===== config.mk =====
export PLATFORM = sky130hd
export DESIGN_NAME = keyed_watchdog
export DESIGN_NICKNAME = d
export VERILOG_FILES = /design/src/rtl/wdk_pkg.sv /design/src/rtl/wdk_counter.sv /design/src/rtl/wdk_keyfsm.sv /design/src/rtl/wdk_pulse.sv /design/src/rtl/keyed_watchdog.sv
export SDC_FILE = /design/constraint.sdc
export NUM_CORES = 1
export LEC_CHECK = 0
export BUFFER_PORTS_ARGS = -buffer_cell sky130_fd_sc_hd__buf_2
export CORE_MARGIN = 2
export CORE_UTILIZATION = 40
export CTS_CLUSTER_SIZE = 12
export DETAILED_ROUTE_END_ITERATION = 16
export MAX_ROUTING_LAYER = met4
export REMOVE_ABC_BUFFERS = 1
export SLEW_MARGIN = 30
export SYNTH_ARGS = -nofsm -noshare
export SYNTH_HDL_FRONTEND = slang
export SYNTH_SLANG_ARGS = --single-unit

===== constraint.sdc =====
create_clock -name clk -period 5.7 [get_ports clk]
set_clock_uncertainty 0.1 [all_clocks]
set_input_delay 1.14 -clock clk [delete_from_list [all_inputs] [get_ports clk]]
set_output_delay 1.14 -clock clk [all_outputs]
set_load 0.01 [all_outputs]

===== src/rtl/wdk_pkg.sv =====
package wdk_pkg;
    typedef enum logic [1:0] {
        ST_IDLE   = 2'd0,
        ST_ARMED  = 2'd1,
        ST_KEY1   = 2'd2,
        ST_ACTIVE = 2'd3
    } wdk_state_e;

    localparam int ADDR_CTRL     = 0;
    localparam int ADDR_KEY      = 1;
    localparam int ADDR_PRD_BASE = 2;
endpackage


===== src/rtl/wdk_counter.sv =====
module wdk_counter #(
    parameter int HALF_W     = 32,
    parameter int NUM_HALVES = 2,
    localparam int CW        = HALF_W * NUM_HALVES
) (
    input  logic          clk,
    input  logic          rst_n,
    input  logic          run,
    input  logic          clear,
    input  logic [CW-1:0] period,
    output logic [CW-1:0] count,
    output logic          match
);
    logic [NUM_HALVES-1:0][HALF_W-1:0] cnt_d, cnt_q;

    assign match = run && (cnt_q == period);

    always_comb begin
        logic carry;
        carry = 1'b1;
        cnt_d = cnt_q;
        if (clear) begin
            cnt_d = '0;
        end else if (run) begin
            if (match) begin
                cnt_d = '0;
            end else begin
                for (int i = 0; i < NUM_HALVES; i++) begin
                    cnt_d[i] = cnt_q[i] + HALF_W'(carry);
                    carry    = carry & (&cnt_q[i]);
                end
            end
        end
    end

    always_ff @(posedge clk or negedge rst_n) begin
        if (!rst_n) cnt_q <= '0;
        else        cnt_q <= cnt_d;
    end

    for (genvar g = 0; g < NUM_HALVES; g++) begin : g_out
        assign count[g*HALF_W +: HALF_W] = cnt_q[g];
    end
endmodule


===== src/rtl/wdk_keyfsm.sv =====
module wdk_keyfsm
    import wdk_pkg::*;
#(
    parameter int              KEY_W      = 16,
    parameter logic [KEY_W-1:0] KEY_FIRST  = 16'hA5C6,
    parameter logic [KEY_W-1:0] KEY_SECOND = 16'hDA7E
) (
    input  logic             clk,
    input  logic             rst_n,
    input  logic             en_wr,
    input  logic             en_val,
    input  logic             key_wr,
    input  logic [KEY_W-1:0] key_val,
    output wdk_state_e       state,
    output logic             enter_active,
    output logic             svc_reload,
    output logic             force_to
);
    typedef struct packed {
        wdk_state_e st;
        logic       pend;
    } fsm_t;

    fsm_t s_d, s_q;

    always_comb begin
        s_d          = s_q;
        enter_active = 1'b0;
        svc_reload   = 1'b0;
        force_to     = 1'b0;
        if (en_wr) begin
            unique case (s_q.st)
                ST_IDLE:          if (en_val) s_d.st = ST_ARMED;
                ST_ARMED, ST_KEY1: if (!en_val) s_d.st = ST_IDLE;
                default: ;
            endcase
        end
        if (key_wr) begin
            unique case (s_q.st)
                ST_ARMED: if (key_val == KEY_FIRST) s_d.st = ST_KEY1;
                ST_KEY1: begin
                    if (key_val == KEY_SECOND) begin
                        s_d.st       = ST_ACTIVE;
                        s_d.pend     = 1'b0;
                        enter_active = 1'b1;
                    end else begin
                        s_d.st = ST_ARMED;
                    end
                end
                ST_ACTIVE: begin
                    if (key_val == KEY_FIRST) begin
                        s_d.pend = 1'b1;
                    end else if (key_val == KEY_SECOND && s_q.pend) begin
                        s_d.pend   = 1'b0;
                        svc_reload = 1'b1;
                    end else begin
                        s_d.pend = 1'b0;
                        force_to = 1'b1;
                    end
                end
                default: ;
            endcase
        end
    end

    always_ff @(posedge clk or negedge rst_n) begin
        if (!rst_n) s_q <= '{st: ST_IDLE, pend: 1'b0};
        else        s_q <= s_d;
    end

    assign state = s_q.st;
endmodule


===== src/rtl/wdk_pulse.sv =====
module wdk_pulse #(
    parameter int LEN = 8,
    localparam int CW = $clog2(LEN + 1)
) (
    input  logic clk,
    input  logic rst_n,
    input  logic trig,
    output logic pulse
);
    logic [CW-1:0] cnt_d, cnt_q;

    always_comb begin
        cnt_d = cnt_q;
        if (trig)               cnt_d = CW'(LEN);
        else if (cnt_q != '0)   cnt_d = cnt_q - 1'b1;
    end

    always_ff @(posedge clk or negedge rst_n) begin
        if (!rst_n) cnt_q <= '0;
        else        cnt_q <= cnt_d;
    end

    assign pulse = (cnt_q != '0);
endmodule


===== src/rtl/keyed_watchdog.sv =====
module keyed_watchdog
    import wdk_pkg::*;
#(
    parameter int HALF_W     = 32,
    parameter int NUM_HALVES = 2,
    parameter int KEY_W      = 16,
    parameter int RST_LEN    = 8,
    parameter int ADDR_W     = 3
) (
    input  logic              clk,
    input  logic              rst_n,
    input  logic              bus_wr,
    input  logic [ADDR_W-1:0] bus_addr,
    input  logic [HALF_W-1:0] bus_wdata,
    output logic [HALF_W-1:0] bus_rdata,
    output logic              wd_irq,
    output logic              wd_reset
);
    localparam int CW            = HALF_W * NUM_HALVES;
    localparam int ADDR_CNT_BASE = ADDR_PRD_BASE + NUM_HALVES;

    typedef struct packed {
        logic [NUM_HALVES-1:0][HALF_W-1:0] prd;
        logic                              flag;
        logic                              irq;
    } regs_t;

    regs_t      r_d, r_q;
    wdk_state_e fsm_state;
    logic       enter_active, svc_reload, force_to;
    logic       cnt_match, cnt_clear, cnt_run, timeout_ev, flag_w;
    logic [CW-1:0] count_w;
    logic       ctrl_wr, key_wr;

    assign ctrl_wr = bus_wr && (bus_addr == ADDR_W'(ADDR_CTRL));
    assign key_wr  = bus_wr && (bus_addr == ADDR_W'(ADDR_KEY));

    wdk_keyfsm #(.KEY_W(KEY_W)) u_fsm (
        .clk          (clk),
        .rst_n        (rst_n),
        .en_wr        (ctrl_wr),
        .en_val       (bus_wdata[0]),
        .key_wr       (key_wr),
        .key_val      (bus_wdata[KEY_W-1:0]),
        .state        (fsm_state),
        .enter_active (enter_active),
        .svc_reload   (svc_reload),
        .force_to     (force_to)
    );

    assign cnt_run   = (fsm_state != ST_IDLE);
    assign cnt_clear = (fsm_state == ST_IDLE) | enter_active | svc_reload | force_to;

    wdk_counter #(.HALF_W(HALF_W), .NUM_HALVES(NUM_HALVES)) u_cnt (
        .clk    (clk),
        .rst_n  (rst_n),
        .run    (cnt_run),
        .clear  (cnt_clear),
        .period (r_q.prd),
        .count  (count_w),
        .match  (cnt_match)
    );

    assign timeout_ev = (cnt_match && fsm_state == ST_ACTIVE) || force_to;

    always_comb begin
        r_d     = r_q;
        r_d.irq = timeout_ev;
        for (int i = 0; i < NUM_HALVES; i++) begin
            if (bus_wr && bus_addr == ADDR_W'(ADDR_PRD_BASE + i)) r_d.prd[i] = bus_wdata;
        end
        if (ctrl_wr && bus_wdata[1]) r_d.flag = 1'b0;
        if (cnt_match || force_to)   r_d.flag = 1'b1;
        if (enter_active)            r_d.flag = 1'b0;
    end

    always_ff @(posedge clk or negedge rst_n) begin
        if (!rst_n) r_q <= '{prd: '1, flag: 1'b0, irq: 1'b0};
        else        r_q <= r_d;
    end

    wdk_pulse #(.LEN(RST_LEN)) u_rst (
        .clk   (clk),
        .rst_n (rst_n),
        .trig  (timeout_ev),
        .pulse (wd_reset)
    );

    assign wd_irq = r_q.irq;
    assign flag_w = r_q.flag;

    always_comb begin
        bus_rdata = '0;
        if (bus_addr == ADDR_W'(ADDR_CTRL)) begin
            bus_rdata[0]   = cnt_run;
            bus_rdata[1]   = r_q.flag;
            bus_rdata[3:2] = fsm_state;
        end
        for (int i = 0; i < NUM_HALVES; i++) begin
            if (bus_addr == ADDR_W'(ADDR_PRD_BASE + i)) bus_rdata = r_q.prd[i];
            if (bus_addr == ADDR_W'(ADDR_CNT_BASE + i)) bus_rdata = count_w[i*HALF_W +: HALF_W];
        end
    end
endmodule


==> results.toml, run 1 <==
[grt]
grt_first_pass_wirelength_mm = 34.3
grtUsageTotal_pct = 22.7
grt-ovfl-total = 0
grt_pass1_vias = 5931
grt_max_degree = 94
antenna_found_initial = 0

[cells_and_area]
regArea_um2 = 3510
instances_no_fill = 1105
nNetsFinal = 874
n_antenna_cell = 0
multi_input_area_um2 = 4160
syn_to_final_growth_pct = 16.5
layout-drive-gt1-share_pct = 29.0
final_util_pct = 47.3
final.fill_count = 1854

[clock_tree]
cts_tree = "built"
hold_buffers = 0
cts_root_buf = "clkbuf_16"
cts_buffer_depth = 2
cts_resized = 0
clk-insertion-delay-late_ns = 0.42
cts.sink_count = 137
cts_buffers = 17
htreeDepth = 4
post_cts_buffers = 0
clk_pin_slew_ns = 0.06

[setup_path]
worstPathArrival_ns = 2.77
critPathKind = "in2out"
crit_required_ns = 4.46
endpoint_kind = "primary output"
cpMaxStageDelayCell = "buf_4"
startpoint_type = "primary input"
cp_max_fo = 42
path_cells = "buf_4, buf_4, mux2i_1, o22ai_1, buf_2"
slowest_delay_ns = 0.53
path_common_cell = "buf_4"

[routing]
wirelength_mm = 22.0
drc = 0
antenna_left = 0
dr.max_layer_used = "met4"
vias = 6045
drtIter0Drc = 465
dr_wl_met2_mm = 10.0
first_pass_iters = 5
routedWlPerCell_um = 19.9
wl_met1_mm = 10.2
viasPerCell = 5.47
routed-wl-met3_mm = 1.36

[yosys]
yosys_warnings = 0
syn_area_per_cell_um2 = 10.4
ys_seq_area_share_pct = 44.4
synth_edf_count = 0
synth_ff_type = "dfrtp_1"
synth-seq-cells = 137
syn-cell-area_um2 = 7910
synth_cells = 764
synthArstFlopShare_pct = 100
yosysUniqueCellTypes = 52

[timing]
fmax_ghz = 0.250
period_share_pct = 70.3
fin_tns_setup_ns = 0
finalCriticalPeriod_ns = 4.01
maxSlewHeadroom_pct = 42.3
worstMarginPinSlew_ns = 0.866
setup_viol = 0
rsz0062_at_grt = "no"
hold_viol = 0
drv_slew = 0

[power_and_ir_drop]
p_per_area_nw_per_um2 = 325
switching_share_pct = 28.2
p_seq_share_pct = 43.1
peakVddDrop_mv = 0.245
pwr-share-clk_pct = 39.4
leakage_nw = 3.75
switchingPower_uw = 844
p_int_mw = 2.15
comb_power_share_pct = 17.5

[floorplan]
start_util_pct = 40.6
dieArea_um2 = 20900
core.rowCount = 51
dieWidth_um = 145
io_pins = 72
coreArea_um2 = 19500
fp.dieH_um = 145

[place]
detailed_place_hpwl_mm = 15.6
place_congestion = 0.855
port_buffers = 71
dpl.cell_count = 1073

[min_path]
hold_path_class = "reg2reg"

[job]
max-cap-violations = 0

[run_status]
status = "completed"
## cell usage in the layout (no fill, tap or decap), types with 2 or more instances in the layout
master,Yosys,final
nor2b_1,16,16
nor4bb_1,4,3
ha_1,9,9
o211ai_1,2,2
xor2_1,36,36
buf_2,1,69
mux2i_1,60,60
buf_16,0,2
nand4_1,24,24
nand2_1,39,39
clkbuf_16,0,17
a22oi_1,7,7
dfrtp_1,73,73
or3_1,2,2
nor4_1,7,7
clkinv_4,0,4
a2111oi_0,3,3
nor2_1,82,82
mux2_2,62,62
or4_1,3,3
o21ai_0,7,7
a211oi_1,4,4
xnor2_1,71,71
and3_1,8,8
inv_1,25,25
dfstp_2,64,64
a21oi_1,12,12
and4_1,9,9
o22ai_1,33,33
nor3_1,12,12
bufinv_16,0,4
nand2b_1,10,10
buf_4,6,10
nand3_1,23,23
clkinvlp_4,0,4
## power by group through the flow
stage	clock network (mW)	logic (mW)	registers, mW
floorplan	0	0.320	1.25
global placement	0	0.495	1.30
detailed placement	0	0.525	1.30
CTS	1.20	0.527	1.29
global route	1.24	0.570	1.31
finish	1.18	0.524	1.29
## per-layer routing
| metal | up-vias | GRT usage [%] |
|---|---|---|
| li1 | 2824 | - |
| met1 | 3020 | 31.3 |
| met2 | 176 | 34.0 |
| met3 | 25 | 4.90 |
| met4 | 0 | 6.64 |
| met5 | - | - |
## cells in the mapped netlist (all sizes together), types with 2 or more instances
cell type	n	area share (%)
a211oi	4	0.38
a22oi	7	0.66
nor4	8	0.71
buf	15	1.0
xor2	36	4.0
nand4	24	1.9
nand3	23	1.5
ha	9	1.4
and3	8	0.63
nor2	82	3.9
dfrtp	73	23
nor2b	16	1.3
nor3	12	0.76
clkbuf	23	1.1
or4	3	0.28
nor4bb	4	0.51
a2111oi	3	0.33
inv	25	1.2
or4b	2	0.25
and4	9	1.0
mux2	62	8.8
mux2i	60	7.6
nand2	39	1.9
o22ai	33	2.6
or3	2	0.16
xnor2	71	7.9
dfstp	64	21
o21ai	8	0.55
a21oi	12	0.76
o211ai	2	0.19
nand2b	10	0.79
## kinds of logic after synthesis
| kind of cell | Yosys count | share of synthesized area, % |
|---|---|---|
| AO/OA/AOI/OAI | 78 | 6.63 |
| buffers and inverters | 63 | 3.31 |
| XOR/XNOR | 107 | 11.8 |
| adder cells (fa/ha/maj) | 9 | 1.42 |
| flip-flops | 137 | 44.4 |
| multiplexers | 122 | 16.4 |
| AND/OR/NAND/NOR | 248 | 16.0 |
## registers in the layout, indices dropped and copies added, names as in the netlist
signal and flops:
u_fsm.state 2, u_cnt.count 64, u_rst.cnt_q 4, u_fsm.s_q 1, wd_irq 1, r_q 64, flag_w 1
## layout make-up
class	instances	share of cell area (%)
multi-input cells	564	45.2
flip-flops and latches	137	38.1
repair buffers	82	5.28
clock buffers	18	4.66
well taps	265	3.60
clock inverters	14	2.16
inverters	25	1.02
## metrics by stage
step | hold slack, ns | cell area [um2] | power (mW) | setup slack, ns
4_1_cts | 0.412 | 9210 | 3.02 | 1.67
3_5_place_dp | 0.399 | 8580 | 1.83 | 1.67
6_report | 0.408 | 9210 | 2.99 | 1.69
5_1_grt | 0.432 | 9210 | 3.12 | 1.46
2_1_floorplan | 0.367 | 7740 | 1.57 | 0.659
3_3_place_gp | 0.396 | 8530 | 1.79 | 1.69
## worst max-delay path: cells and delay by family
family,cells,cell delay (ns)
buffers and inverters,3,1.22
AO/OA/AOI/OAI,1,0.11
multiplexers,1,0.26
## path summary, 6_finish.rpt
kind,to,cells past startpoint,startpoint,slack (ns)
min in group asynchronous,u_cnt.count[1]$_DFFE_PN0P_,1,rst_n,0.68
worst max-delay path,bus_rdata[5],5,bus_addr[0],1.69
max in group asynchronous,u_cnt.count[45]$_DFFE_PN0P_,2,rst_n,3.71
worst min register to register,u_fsm.s_q[0]$_DFFE_PN0P_,1,u_fsm.s_q[0]$_DFFE_PN0P_,0.41
worst max register to register,u_cnt.count[50]$_DFFE_PN0P_,13,u_cnt.count[1]$_DFFE_PN0P_,1.80
worst min-delay path,u_fsm.s_q[0]$_DFFE_PN0P_,1,u_fsm.s_q[0]$_DFFE_PN0P_,0.41
Power figures use the tool's default switching activity.
==> run 2, diff against run 1 <==
==> constraint.sdc (replaced) <==
create_clock -name clk -period 4 [get_ports clk]
set_clock_uncertainty 0.1 [all_clocks]
set_input_delay 0.8 -clock clk [delete_from_list [all_inputs] [get_ports clk]]
set_output_delay 0.8 -clock clk [all_outputs]
set_load 0.01 [all_outputs]
==> results.toml, run 2 (synthesized netlist as in run 1, its figures left out) <==
[run_status]
status = "completed"

[grt]
grt-ovfl-total = 0
grt_first_pass_wirelength_mm = 34.3
grtUsageTotal_pct = 22.9
grt_pass1_vias = 5735
grt_max_degree = 74
antenna_found_initial = 0

[timing]
finalCriticalPeriod_ns = 3.66
setup_viol = 0
period_share_pct = 91.5
timing.final.ws_setup_ns = 0.340
fmax_ghz = 0.273
fin_tns_setup_ns = 0
drv_slew = 0
hold_viol = 0
maxSlewHeadroom_pct = 43.8
worstMarginPinSlew_ns = 0.839
rsz0062_at_grt = "no"

[routing]
viasPerCell = 5.43
routed-wl-met3_mm = 1.23
drtIter0Drc = 375
dr_wl_met2_mm = 9.93
vias = 6006
first_pass_iters = 5
drc = 0
wl_met1_mm = 10.6
antenna_left = 0
wirelength_mm = 22.1
routedWlPerCell_um = 20.0
dr.max_layer_used = "met4"

[clock_tree]
cts_buffer_depth = 2
clk_pin_slew_ns = 0.06
cts_resized = 0
cts_root_buf = "clkbuf_16"
cts_buffers = 17
post_cts_buffers = 0
clk-insertion-delay-late_ns = 0.43
hold_buffers = 0
htreeDepth = 4
cts.sink_count = 137
cts_tree = "built"

[cells_and_area]
syn_to_final_growth_pct = 16.6
nNetsFinal = 876
multi_input_area_um2 = 4160
final_cell_mix = "82 x nor2_1, 73 x dfrtp_1, 71 x xnor2_1, 69 x buf_2, 64 x dfstp_2"
regArea_um2 = 3510
final.fill_count = 1841
layout-drive-gt1-share_pct = 29.1
n_antenna_cell = 0
final_common_cell = "nor2_1"

[place]
detailed_place_hpwl_mm = 16.3
place_congestion = 0.974
port_buffers = 71
place_ws_ns = 0.387

[floorplan]
start_util_pct = 40.6
dieWidth_um = 145
core.rowCount = 51
fp.dieH_um = 145
dieArea_um2 = 20900
io_pins = 72
coreArea_um2 = 19500

[setup_path]
reg2reg_depth = 12
endpoint_kind = "register"
rr_endpoint = "u_cnt.count[52]$_DFFE_PN0P_"
crit_required_ns = 4.22
startpoint_type = "register"
worstPathArrival_ns = 3.88
ff2ff_setup_slack_ns = 0.34
cp_max_fo = 7
critPathKind = "reg2reg"
timing.rr.start = "u_cnt.count[1]$_DFFE_PN0P_"

[job]
max-cap-violations = 0

[power_and_ir_drop]
peakVddDrop_mv = 0.305
leakage_nw = 3.77
p_per_area_nw_per_um2 = 463

[min_path]
hold_path_class = "in2async"
[run 2: changes by cell type in the layout (fill, tap and decap cells not counted), sizes merged]
cell,previous run,this run
buf,82,84
clkbuf,18,19
clkinv,5,3
clkinvlp,4,2
inv,26,29
[run 2: where the power goes]
part | total (mW) | internal (mW) | switching (mW)
sequential | 1.85 | 1.65 | 0.200
combinational | 0.721 | 0.342 | 0.379
clock | 1.70 | 1.05 | 0.644
[run 2: per-layer routing]
| layer | track usage, % | vias up |
|---|---|---|
| met1 | 32.0 | 2970 |
| li1 | - | 2835 |
| met5 | - | - |
| met2 | 33.3 | 175 |
| met4 | 6.39 | 0 |
| met3 | 5.26 | 26 |
[run 2: worst max path at each step]
stage | start | end | cells past startpoint
2_1_floorplan | bus_addr[2] | r_q[10]$_DFFE_PN1P_ | 2
3_3_place_gp | bus_wdata[5] | u_cnt.count[52]$_DFFE_PN0P_ | 8
3_5_place_dp | u_cnt.count[1]$_DFFE_PN0P_ | u_cnt.count[52]$_DFFE_PN0P_ | 12
4_1_cts | u_cnt.count[1]$_DFFE_PN0P_ | u_cnt.count[52]$_DFFE_PN0P_ | 12
5_1_grt | u_cnt.count[1]$_DFFE_PN0P_ | u_cnt.count[52]$_DFFE_PN0P_ | 12
6_report | u_cnt.count[1]$_DFFE_PN0P_ | u_cnt.count[52]$_DFFE_PN0P_ | 12
[run 2: final cells by class]
cell class | instances | share of cell area [%]
clock inverters | 13 | 2.09
flip-flops and latches | 137 | 38.0
repair buffers | 84 | 5.41
multi-input cells | 564 | 45.1
clock buffers | 19 | 4.69
inverters | 25 | 1.02
well taps | 265 | 3.60
[run 2: worst max-delay path, stage by stage, from the launching register on]
cell     delay [ns]
dfrtp_1        0.49
ha_1           0.26
and4_1         0.33
nand2_1        0.16
nor3_1         0.36
and4_1         0.28
ha_1           0.22
inv_1          0.10
nor3_1         0.45
nand3_1        0.33
nor3_1         0.29
xnor2_1        0.15
nor2_1         0.05
[run 2: per-stage QoR]
step	hold WS, ns	power (mW)	instances	cell area (um2)	util [%]
global placement	0.385	2.58	1075	8600	44.2
global route	0.347	4.45	1107	9220	47.4
finish	0.290	4.27	1107	9220	47.4
CTS	0.318	4.30	1107	9220	47.4
floorplan	0.367	2.24	726	7740	-
detailed placement	0.397	2.59	1075	8600	44.2
